### config.mk
export PLATFORM = sky130hd
export DESIGN_NAME = regwin_port
export DESIGN_NICKNAME = d
export VERILOG_FILES = /design/src/rtl/regwin_pkg.sv /design/src/rtl/regwin_wrstage.sv /design/src/rtl/regwin_rdcap.sv /design/src/rtl/regwin_port.sv
export SDC_FILE = /design/constraint.sdc
export NUM_CORES = 1
export LEC_CHECK = 0
export ABC_AREA = 1
export BUFFER_PORTS_ARGS = -buffer_cell sky130_fd_sc_hd__clkbuf_2
export CAP_MARGIN = 20
export CORE_MARGIN = 1.5
export CORE_UTILIZATION = 45
export CTS_CLUSTER_SIZE = 12
export DETAILED_ROUTE_END_ITERATION = 10
export PLACE_DENSITY = 0.69
export SKIP_LAST_GASP = 1
export SYNTH_ARGS = -nofsm -noshare
export SYNTH_HDL_FRONTEND = slang
export SYNTH_SLANG_ARGS = --single-unit
### constraint.sdc
create_clock -name clk -period 1.75 [get_ports clk]
set_clock_uncertainty 0.1 [all_clocks]
set_input_delay 0.175 -clock clk [delete_from_list [all_inputs] [get_ports clk]]
set_output_delay 0.175 -clock clk [all_outputs]
set_load 0.01 [all_outputs]
### src/rtl/regwin_pkg.sv
package regwin_pkg;
  typedef enum logic {WIN_INDEX = 1'b0, WIN_DATA = 1'b1} win_e;

  localparam int BYTES_PER_WORD = 4;
  localparam int WORD_W = 8 * BYTES_PER_WORD;

  // Byte of a word for a given offset, offset 0 being the most significant.
  function automatic logic [7:0] word_byte(input logic [WORD_W-1:0] w, input logic [1:0] off);
    return w[(BYTES_PER_WORD-1-int'(off))*8 +: 8];
  endfunction
endpackage

### src/rtl/regwin_wrstage.sv
module regwin_wrstage
  import regwin_pkg::*;
(
  input  logic              clk,
  input  logic              rst_n,
  input  logic              wr_fire,
  input  logic              restart,
  input  logic [1:0]        off,
  input  logic [7:0]        wbyte,
  output logic              commit,
  output logic [WORD_W-1:0] word
);
  localparam int STAGE_W = WORD_W - 8;

  logic [1:0]         expect_q;
  logic [STAGE_W-1:0] stage_q;
  logic               in_order;

  assign in_order = (off == expect_q);
  assign commit   = wr_fire && in_order && (off == 2'd3);
  assign word     = {stage_q, wbyte};

  always_ff @(posedge clk) begin
    if (!rst_n) begin
      expect_q <= '0;
      stage_q  <= '0;
    end else if (restart) begin
      expect_q <= '0;
    end else if (wr_fire) begin
      if (in_order && off == 2'd3) begin
        expect_q <= '0;
      end else if (in_order || off == 2'd0) begin
        stage_q[(2-int'(off))*8 +: 8] <= wbyte;
        expect_q <= off + 2'd1;
      end else begin
        expect_q <= '0;
      end
    end
  end
endmodule

### src/rtl/regwin_rdcap.sv
module regwin_rdcap
  import regwin_pkg::*;
#(
  parameter int IDX_W = 8
) (
  input  logic              clk,
  input  logic              rst_n,
  input  logic              rd_fire,
  input  logic              win,
  input  logic [1:0]        off,
  input  logic [IDX_W-1:0]  idx,
  input  logic [WORD_W-1:0] src_word,
  input  logic              rsp_ready,
  output logic              cap_en,
  output logic              rsp_valid,
  output logic [7:0]        rsp_data
);
  logic [WORD_W-1:0] hold_q;
  logic [7:0]        next_byte;

  assign cap_en = rd_fire && (win == WIN_DATA) && (off == 2'd0);

  always_comb begin
    if (win == WIN_INDEX) begin
      next_byte = 8'(idx);
    end else if (off == 2'd0) begin
      next_byte = word_byte(src_word, 2'd0);
    end else begin
      next_byte = word_byte(hold_q, off);
    end
  end

  always_ff @(posedge clk) begin
    if (!rst_n) begin
      hold_q    <= '0;
      rsp_valid <= 1'b0;
      rsp_data  <= '0;
    end else begin
      if (cap_en) hold_q <= src_word;
      if (rd_fire) begin
        rsp_valid <= 1'b1;
        rsp_data  <= next_byte;
      end else if (rsp_ready) begin
        rsp_valid <= 1'b0;
      end
    end
  end
endmodule

### src/rtl/regwin_port.sv
module regwin_port
  import regwin_pkg::*;
#(
  parameter int          IDX_W     = 8,
  parameter int          NUM_REGS  = 8,
  parameter logic [7:0]  IMPL_CODE = 8'h5A,
  parameter logic [7:0]  VER_CODE  = 8'h03,
  parameter logic [3:0]  PORT_CNT  = 4'd2
) (
  input  logic              clk,
  input  logic              rst_n,
  input  logic              host_valid,
  output logic              host_ready,
  input  logic              host_write,
  input  logic              host_win,
  input  logic [1:0]        host_off,
  input  logic [7:0]        host_wdata,
  output logic              rsp_valid,
  input  logic              rsp_ready,
  output logic [7:0]        rsp_data,
  output logic              reg_wr_en,
  output logic              reg_rd_en,
  output logic [IDX_W-1:0]  reg_addr,
  output logic [WORD_W-1:0] reg_wdata,
  input  logic [WORD_W-1:0] reg_rdata
);
  localparam logic [IDX_W:0]    NUM_L   = (IDX_W+1)'(NUM_REGS);
  localparam logic [IDX_W-1:0]  ID_IDX  = '0;
  localparam logic [WORD_W-1:0] ID_WORD = {IMPL_CODE, VER_CODE, 12'h000, PORT_CNT};

  logic [IDX_W-1:0]  idx_q;
  logic              fire, wr_fire, rd_fire, idx_wr;
  logic              is_id, is_ext;
  logic              commit, cap_en;
  logic [WORD_W-1:0] src_word, stage_word;

  assign host_ready = !rsp_valid;
  assign fire       = host_valid && host_ready;
  assign idx_wr     = fire && host_write && (host_win == WIN_INDEX);
  assign wr_fire    = fire && host_write && (host_win == WIN_DATA);
  assign rd_fire    = fire && !host_write;

  always_ff @(posedge clk) begin
    if (!rst_n) idx_q <= '0;
    else if (idx_wr) idx_q <= host_wdata[IDX_W-1:0];
  end

  assign is_id  = (idx_q == ID_IDX);
  assign is_ext = !is_id && ({1'b0, idx_q} < NUM_L);

  always_comb begin
    if (is_id)       src_word = ID_WORD;
    else if (is_ext) src_word = reg_rdata;
    else             src_word = '0;
  end

  regwin_wrstage u_wrstage (
    .clk     (clk),
    .rst_n   (rst_n),
    .wr_fire (wr_fire),
    .restart (idx_wr),
    .off     (host_off),
    .wbyte   (host_wdata),
    .commit  (commit),
    .word    (stage_word)
  );

  regwin_rdcap #(.IDX_W(IDX_W)) u_rdcap (
    .clk       (clk),
    .rst_n     (rst_n),
    .rd_fire   (rd_fire),
    .win       (host_win),
    .off       (host_off),
    .idx       (idx_q),
    .src_word  (src_word),
    .rsp_ready (rsp_ready),
    .cap_en    (cap_en),
    .rsp_valid (rsp_valid),
    .rsp_data  (rsp_data)
  );

  assign reg_addr  = idx_q;
  assign reg_wdata = stage_word;
  assign reg_wr_en = commit && is_ext;
  assign reg_rd_en = cap_en && is_ext;
endmodule

* After elaboration in Yosys (flattened, before gate mapping) *
Cells that the tools add are included.

storage, ports and cells
  bits in registers = 75
  input bits = 48

operators by class
  add/sub/neg operators = 4
  magnitude comparators = 1
  eq/ne operators = 2
  shifts and indexed selects = 3
  muxes and demuxes = 9
  bitwise gates (word level) = 4
  reduce and logical (&&, ||, !) cells = 22

operators with widths
  operator                                                                       count
  32-bit two-way mux                                                             2
  32-bit negation with 33-bit output                                             1
  8-bit by 33-bit variable shift with 24-bit output (first input constant)       1
  8-bit by 33-bit variable part select with 24-bit output                        1
  32-bit by 32-bit variable part select with 8-bit output                        1
  24-bit bitwise mux                                                             1
  8-bit two-way mux                                                              2
  1-bit logical AND                                                              13
  8-bit zero test                                                                1
  8-bit by 4-bit less-than comparator with 1-bit output (second input constant)  1
  2-bit by 2-bit subtractor with 3-bit output (first input constant)             2
  2-bit two-way mux                                                              2
  1-bit inverter                                                                 4
  4-bit AND reduction                                                            1
  1-bit zero test                                                                3
  2-bit by 1-bit adder with 2-bit output (second input constant)                 1
  2-bit == test                                                                  1
  2-bit == test (second input constant)                                          1
  2-bit zero test                                                                1
  1-bit two-way mux                                                              2
  2-bit nonzero test                                                             1
  2-bit OR reduction                                                             1
  1-bit logical OR                                                               1

* Longest topological paths before layout *
Gate-level depths: netlist of run 1.

  depth in word-level cells = 7
  mapped depth = 12
  gate-level depth less buffers = 9

* By module *
From an unflattened synthesis of run 1, not the netlist that was laid out.

second synthesis, totals
  cells, all modules = 606
  area total of the unflattened synthesis = 4092.7 um^2

by module, submodules not included
  module          times used  cells an instance  area an instance (um^2)  sequential area each (um^2)
  regwin_rdcap    1           227                1611.5                   660.6
  regwin_wrstage  1           236                1551.5                   520.5
  regwin_port     1           143                929.6                    160.2

* Worst setup path after synthesis of run 1 *
No wires, ideal clock.

  path kind = input to register
  start point = in host_off[0]
  end point = reg u_rdcap.hold_q[14]
  arrival = 1.556 ns
  required time = 1.517 ns
  setup slack = -0.039 ns
  stages = 12
  path buffers = 5
  cell sequence = inv_1 buf_2 buf_4 ha_1 buf_2 nand2_4 nor2_8 inv_4 buf_6 buf_2 nand2_1 a21oi_2

on the way
  cells in the longest elaborated chain, start to end = 2

RTL lines
  element               RTL line            text
  from (decl)           regwin_port.sv:16   input logic [1:0] host_off,
  2-bit zero test       regwin_rdcap.sv:21  assign cap_en = rd_fire && (win == WIN_DATA) && (off == 2'd0);
  1-bit logical AND     regwin_rdcap.sv:21
  to (signal assigned)  regwin_rdcap.sv:39  if (cap_en) hold_q <= src_word;
  to (decl)             regwin_rdcap.sv:18  logic [WORD_W-1:0] hold_q;

Every way passes these cells.
A chain may end at the register's enable or synchronous reset.

* Worst setup path after layout of run 1 *
  start point = reg u_rdcap.rsp_valid
  end point = out reg_wr_en

on the way
  cells in the longest elaborated chain, start to end = 7

RTL lines
  element                         RTL line              text
  from (decl)                     regwin_rdcap.sv:15    output logic rsp_valid,
  from (signal assigned)          regwin_rdcap.sv:36    rsp_valid <= 1'b0;
  from (signal assigned)          regwin_rdcap.sv:41    rsp_valid <= 1'b1;
  from (signal assigned)          regwin_rdcap.sv:44    rsp_valid <= 1'b0;
  1-bit zero test                 regwin_port.sv:37     assign host_ready = !rsp_valid;
  1-bit logical AND               regwin_port.sv:38     assign fire = host_valid && host_ready;
  1-bit logical AND (2 in a row)  regwin_port.sv:40     assign wr_fire = fire && host_write && (host_win == WIN_DATA);
  1-bit logical AND (2 in a row)  regwin_wrstage.sv:20  assign commit = wr_fire && in_order && (off == 2'd3);
  1-bit logical AND               regwin_port.sv:84     assign reg_wr_en = commit && is_ext;
  to (decl)                       regwin_port.sv:21     output logic reg_wr_en,

Every way passes these cells.

==> results of run 1 <==
-- cells in the final DEF (no fill, tap or decap), drive strengths merged --
master | netlist | layout
o21ai | 40 | 40
a31oi | 4 | 4
nor2 | 80 | 80
nand3 | 21 | 21
xnor2 | 2 | 2
nor3 | 8 | 8
inv | 64 | 65
nand4 | 3 | 3
nand2 | 153 | 153
buf | 30 | 35
dlygate4sd3 | 0 | 22
or2 | 1 | 1
clkbuf | 4 | 108
dfxtp | 75 | 75
a21oi | 55 | 55
o211ai | 7 | 7
clkinvlp | 0 | 1
bufinv | 0 | 4
ha | 7 | 7
-- synthesized netlist by cell type, drive strengths merged --
master  instances
o211ai          7
ha              7
dfxtp          75
a31oi           4
nand4           3
xnor2           2
or2             1
nor2           80
buf            30
clkbuf          4
nand2         153
o21ai          40
nand3          21
inv            64
nor3            8
a21oi          55
-- timing repair --
| item | 4_1_cts | 5_1_grt |
|---|---|---|
| hold buffers | 22 | 0 |
| endpoints found under the hold margin | 22 | 0 |
| pin swaps | 5 | 8 |
| buffers inserted | 6 | 4 |
| setup endpoints to repair | 1 | 3 |
| resized for setup | 10 | 6 |
-- kinds of logic after synthesis --
family / Yosys count
simple gates: 266
compound gates: 106
buf+inv: 98
flops: 75
fa+ha+maj: 7
xor+xnor: 2
-- per-stage QoR --
stage | area, µm² | setup TNS, ns
after floorplan | 3890 | 0
after detailed placement | 4450 | 0
final | 5060 | 0
after global routing | 5060 | -0.0443
after global placement | 4450 | 0
after CTS | 5010 | 0
-- metal layers --
layer  track usage, %  vias up  part of all wire (%)
met5                0        -                     0
met4             9.44        0                   2.2
met3             4.82       22                   6.1
met2             40.3      139                    48
met1             28.6     1762                    44
li1                 -     1999                     -
-- layout make-up --
| cell class | count | share of cell area, % |
|---|---|---|
| multi-input cells | 381 | 38.1 |
| inverters | 64 | 4.84 |
| well taps | 105 | 2.60 |
| repair buffers | 155 | 19.4 |
| clock buffers | 10 | 2.52 |
| flip-flops and latches | 75 | 29.9 |
| clock inverters | 6 | 2.69 |
-- power by group through the flow --
stage	Combinational (µW)	Clock, µW	Sequential, µW
floorplan	298	0	1810
global placement	507	0	1810
detailed placement	514	0	1810
CTS	580	1790	1760
global route	660	1870	1770
finish	594	1770	1770
-- registers in the layout, indices dropped and copies added, names as in the netlist --
name / cells
u_rdcap.rsp_data: 8
u_rdcap.rsp_valid: 1
reg_addr: 8
u_wrstage.expect_q: 2
u_wrstage.stage_q: 24
u_rdcap.hold_q: 32
-- final timing paths --
path	to	cells past startpoint	start
setup reg to reg	u_wrstage.stage_q[3]$_SDFFE_PN0P_	7	u_rdcap.rsp_valid$_SDFFE_PN0P_
hold reg to reg	u_rdcap.hold_q[7]$_SDFFE_PN0P_	2	u_rdcap.hold_q[7]$_SDFFE_PN0P_
hold / removal	reg_addr[0]$_SDFFE_PN0P_	3	host_wdata[0]
setup / recovery	reg_wr_en	6	u_rdcap.rsp_valid$_SDFFE_PN0P_
-- worst reg2reg max path, delay by kind of cell, from the launching register on --
kind	cells	cell delay (ns)
DFF	1	0.34
buffers and inverters	1	0.15
and+or+nand+nor	6	0.95
==> impl_metrics.toml, run 1 <==
[floorplan]
die_x_um = 95.9
start_util_pct = 46.8
die_h_um = 95.9
ios = 100
coreArea_mm2 = 0.00830
fp-row-count = 33
die_area_mm2 = 0.00919

[setup_path]
cpPeakStageDelay_ns = 0.34
critPathBufInv = 2
worstSetupEndpointType = "primary output"
path_max_fanout = 3
crit_path_start_kind = "register"
crit_required_ns = 1.47
path_class = "reg2out"
r2r_setup_slack_ns = 0.11
path_delay_family = "simple AND/OR/NAND/NOR gates"
cp.arrival_ns = 1.44
cp_slowest_cell = "dfxtp_2"
cp_cell_sequence = "nor2_4 -> nand2_2 -> nor2_8 -> inv_1 -> nor3_2 -> buf_2"

[global_routing]
grt_overflow = 0
antenna_found_initial = 0
grt_pass1_wl_mm = 16.7
grt_util_all_layers_pct = 23.5
grt_max_degree = 29
grt_pass1_vias = 3622

[detailed_routing]
drt-initial-drc-count = 184
routedWlPerCell_um = 13.1
drt_pass1_iterations = 4
ant_nets = 0
vias = 3922
wirelength_mm = 10.4
routed_via_density = 4.93
drc_errors = 0

[synth]
muxShareOfSynthArea_pct = 0
synth_nets = 609
yosys_warnings = 0
synth-compound-area-share_pct = 15.3
synth_top_family_by_area = "simple AND/OR/NAND/NOR gates"
synth-xor-area-share_pct = 0.645
synth_fa_ha_area_share_pct = 2.26
synthTopCellsByArea = "dfxtp_1 39%, nand2_1 13%, nor2_1 7.3%"
yosys.area.top_type_share_pct = 38.7
synth_seq_cells = 75
synth_cells = 554
synth_area_mm2 = 0.00388
synth_area_leader_cell = "dfxtp_1"
synthDistinctLibCells = 32
synth-simple-area-share_pct = 30.3
syn_avg_cell_area_um2 = 7.01
ys_seq_area_share_pct = 38.7

[finish]
multi_input_area_mm2 = 0.00193
seqCellArea_mm2 = 0.00151
antenna_cells = 0
drive_gt1_share_pct = 28.4
fillers = 762
area.growth.synth_to_final_pct = 30.4
num-nets-final = 741
post-route-util_pct = 61.0
instances_no_fill = 796

[clocking]
cts_max_level = 3
path_clk_slew_ns = 0.08
cts_tree = "done"
clockBufferDepth = 2
clk_latency_ns = 0.35
clkSinkCount = 75
clock-root-buffer = "clkbuf_8"
numCtsBuffers = 9

[power]
swShare_pct = 25.4
p_sw_uw = 1050
power_uw = 4130
p_clk_share_pct = 42.8
p_per_area_mw_per_mm2 = 815
intPower_uw = 3080
leakagePower_uw = 0.00246
pwr-share-seq_pct = 42.8
vdd_ir_drop_max_v = 0.000480
comb_power_share_pct = 14.4

[hold_path]
hp-class = "in2reg"

[placement]
pre_cts_slack_ns = 0.00960
numPlacedInstances = 748
place_hpwl_mm = 7.41
gp_congestion = 0.889
place.port_buffers = 99

[timing]
max_slew_margin_pct = 75.0
post-route-period-util_pct = 98.2
hold_ws_ns = 0.0222
slew_violations = 0
period_minus_slack_ns = 1.72
report.final.setup_viol = 0
rsz0062_at_grt = "true"
finalHoldViolCount = 0
tightest_slew_ns = 0.375
fin_ws_ns = 0.0309
fmax_mhz = 582

[outcome]
status = "complete, no violations"

[job]
drv_cap = 0
(Power assumes the default switching activity.)
==> inputs of run 2 (changes only) <==
--- a/config.mk
+++ b/config.mk
@@ -8,6 +8,7 @@
 export ABC_AREA = 1
 export BUFFER_PORTS_ARGS = -buffer_cell sky130_fd_sc_hd__clkbuf_2
 export CAP_MARGIN = 20
+export CORE_ASPECT_RATIO = 1.25
 export CORE_MARGIN = 1.5
 export CORE_UTILIZATION = 45
 export CTS_CLUSTER_SIZE = 12
==> run 2 against run 1 <==
Compared with the run above: critical path depth unchanged; sequential power hardly changed; hold slack improved by 0.018 ns; register-to-register slack worse by 0.04 ns; final cell count shrank 0.75%; fmax is 1.4% higher; setup slack gained 0.024 ns; die area is essentially flat; critical path type unchanged; largest power group unchanged; highest routed layer unchanged.
==> impl_metrics.toml, run 2 (synthesized netlist as in run 1, its figures left out) <==
[placement]
gp_congestion = 0.860
place_hpwl_mm = 7.36
place.port_buffers = 99
pre_cts_slack_ns = -0.0228

[floorplan]
fp-row-count = 37
die_x_um = 86.1
die_h_um = 107
ios = 100
start_util_pct = 46.9
die_area_mm2 = 0.00920
coreArea_mm2 = 0.00829

[timing]
fmax_mhz = 590
period_minus_slack_ns = 1.69
report.final.setup_viol = 0
slew_violations = 0
rsz0062_at_grt = "true"
fin_ws_ns = 0.0552
tightest_slew_ns = 0.368
finalHoldViolCount = 0
max_slew_margin_pct = 75.5
hold_ws_ns = 0.0404
post-route-period-util_pct = 96.8

[clocking]
path_clk_slew_ns = 0.08
clockBufferDepth = 2
numCtsBuffers = 9
clock-root-buffer = "clkbuf_8"
clkSinkCount = 75
clk_latency_ns = 0.35
cts_tree = "done"
cts_max_level = 3

[detailed_routing]
drc_errors = 0
routed_via_density = 4.99
vias = 3939
drt_pass1_iterations = 5
wirelength_mm = 10.4
routedWlPerCell_um = 13.1
ant_nets = 0
drt-initial-drc-count = 157

[setup_path]
worstSetupEndpointType = "primary output"
crit_required_ns = 1.47
cp_slowest_cell = "dfxtp_2"
cpPeakStageDelay_ns = 0.35
path_class = "reg2out"
cp_cell_sequence = "nor2_4 -> nand2_2 -> nor2_8 -> inv_2 -> nor3_4 -> buf_2"
rr_endpoint = "u_wrstage.stage_q[21]$_SDFFE_PN0P_"
reg2reg_depth = 8
crit_start = "u_rdcap.rsp_valid$_SDFFE_PN0P_"
cp.arrival_ns = 1.42
crit_path_start_kind = "register"
path_max_fanout = 3
r2r_setup_slack_ns = 0.07
r2r_start = "u_wrstage.expect_q[1]$_SDFFE_PP0N_"

[power]
power_uw = 3750
p_per_area_mw_per_mm2 = 744
leakagePower_uw = 0.00245
vdd_ir_drop_max_v = 0.000587

[global_routing]
grt_overflow = 0
grt_util_all_layers_pct = 22.6
use_met1_pct = 25.2
grt_pass1_wl_mm = 16.3
antenna_found_initial = 0
grtUsageMet3_pct = 4.08
grt_pass1_vias = 3506
busiest_layer = "met2"
gr-usage-met2_pct = 42.1
grt_max_degree = 34

[finish]
fillers = 764
largest_reg_flops = 32
layout_commonest_cell = "nand2_1"
num-nets-final = 743
final_cell_mix = "136 x nand2_1, 98 x clkbuf_2, 73 x nor2_1"
top_regs = "u_rdcap.hold_q: 32 flops, u_wrstage.stage_q: 24 flops"
area.growth.synth_to_final_pct = 29.8
antenna_cells = 0
drive_gt1_share_pct = 28.7
top_register = "u_rdcap.hold_q"

[hold_path]
hold_path_end = "u_rdcap.hold_q[26]$_SDFFE_PN0P_"
min_path_cells = 5
hp-class = "in2reg"
min_from = "reg_rdata[26]"

[outcome]
status = "complete, no violations"

[job]
drv_cap = 0
-- run 2: worst max path at each step --
stage / slack [ns] / cells after the start / end
finish: 0.06 / 6 / reg_wr_en
global route: -0.04 / 6 / reg_wr_en
CTS: -0.009 / 6 / reg_wr_en
detailed placement: -0.02 / 10 / u_rdcap.hold_q[2]$_SDFFE_PN0P_
global placement: 0.09 / 10 / u_rdcap.hold_q[6]$_SDFFE_PN0P_
floorplan: 0.03 / 12 / u_rdcap.hold_q[14]$_SDFFE_PN0P_
-- run 2: critical path: cells and delay by family (launching register included) --
family / cells / cell delay, ns
simple gates: 4 / 0.51
buf+inv: 2 / 0.22
flops: 1 / 0.35
-- run 2: cell type report --
type	count	area, µm²	area share [%]
tap	97	121	2.41
sequential	75	1510	30.0
clock buffer	11	141	2.81
timing repair buffer	156	1000	19.9
multi-input combinational	382	1960	38.8
clock inverter	5	61.3	1.22
inverter	64	245	4.87
-- run 2: report_power, final --
part           total [µW]  switching, µW  internal [µW]
combinational         603            354            249
clock                1380            680            704
sequential           1760           23.9           1740
total                3750           1060           2690
-- run 2: timing repair --
action | 4_1_cts | 5_1_grt
pin swaps | 6 | 6
buffers inserted | 6 | 3
endpoints found under the setup margin | 2 | 11
gates resized for setup | 12 | 7
gates cloned | 0 | 1
hold buffers | 22 | 0
hold endpoints to repair | 22 | 0
-- run 2: routing by layer --
layer / vias up / routed length (µm)
li1: 2005 / -
met1: 1785 / 4310
met2: 127 / 5370
met3: 22 / 438
met4: 0 / 262
met5: - / 0
-- run 2: metrics by stage --
stage / area (µm²) / instances / util [%] / setup TNS [ns]
4_1_cts: 4980 / 786 / 60.1 / -0.00904
5_1_grt: 5040 / 790 / 60.8 / -0.0383
2_1_floorplan: 3890 / 554 / - / 0
6_report: 5040 / 790 / 60.8 / 0
3_3_place_gp: 4470 / 742 / 53.9 / 0
3_5_place_dp: 4470 / 742 / 53.9 / -0.0474
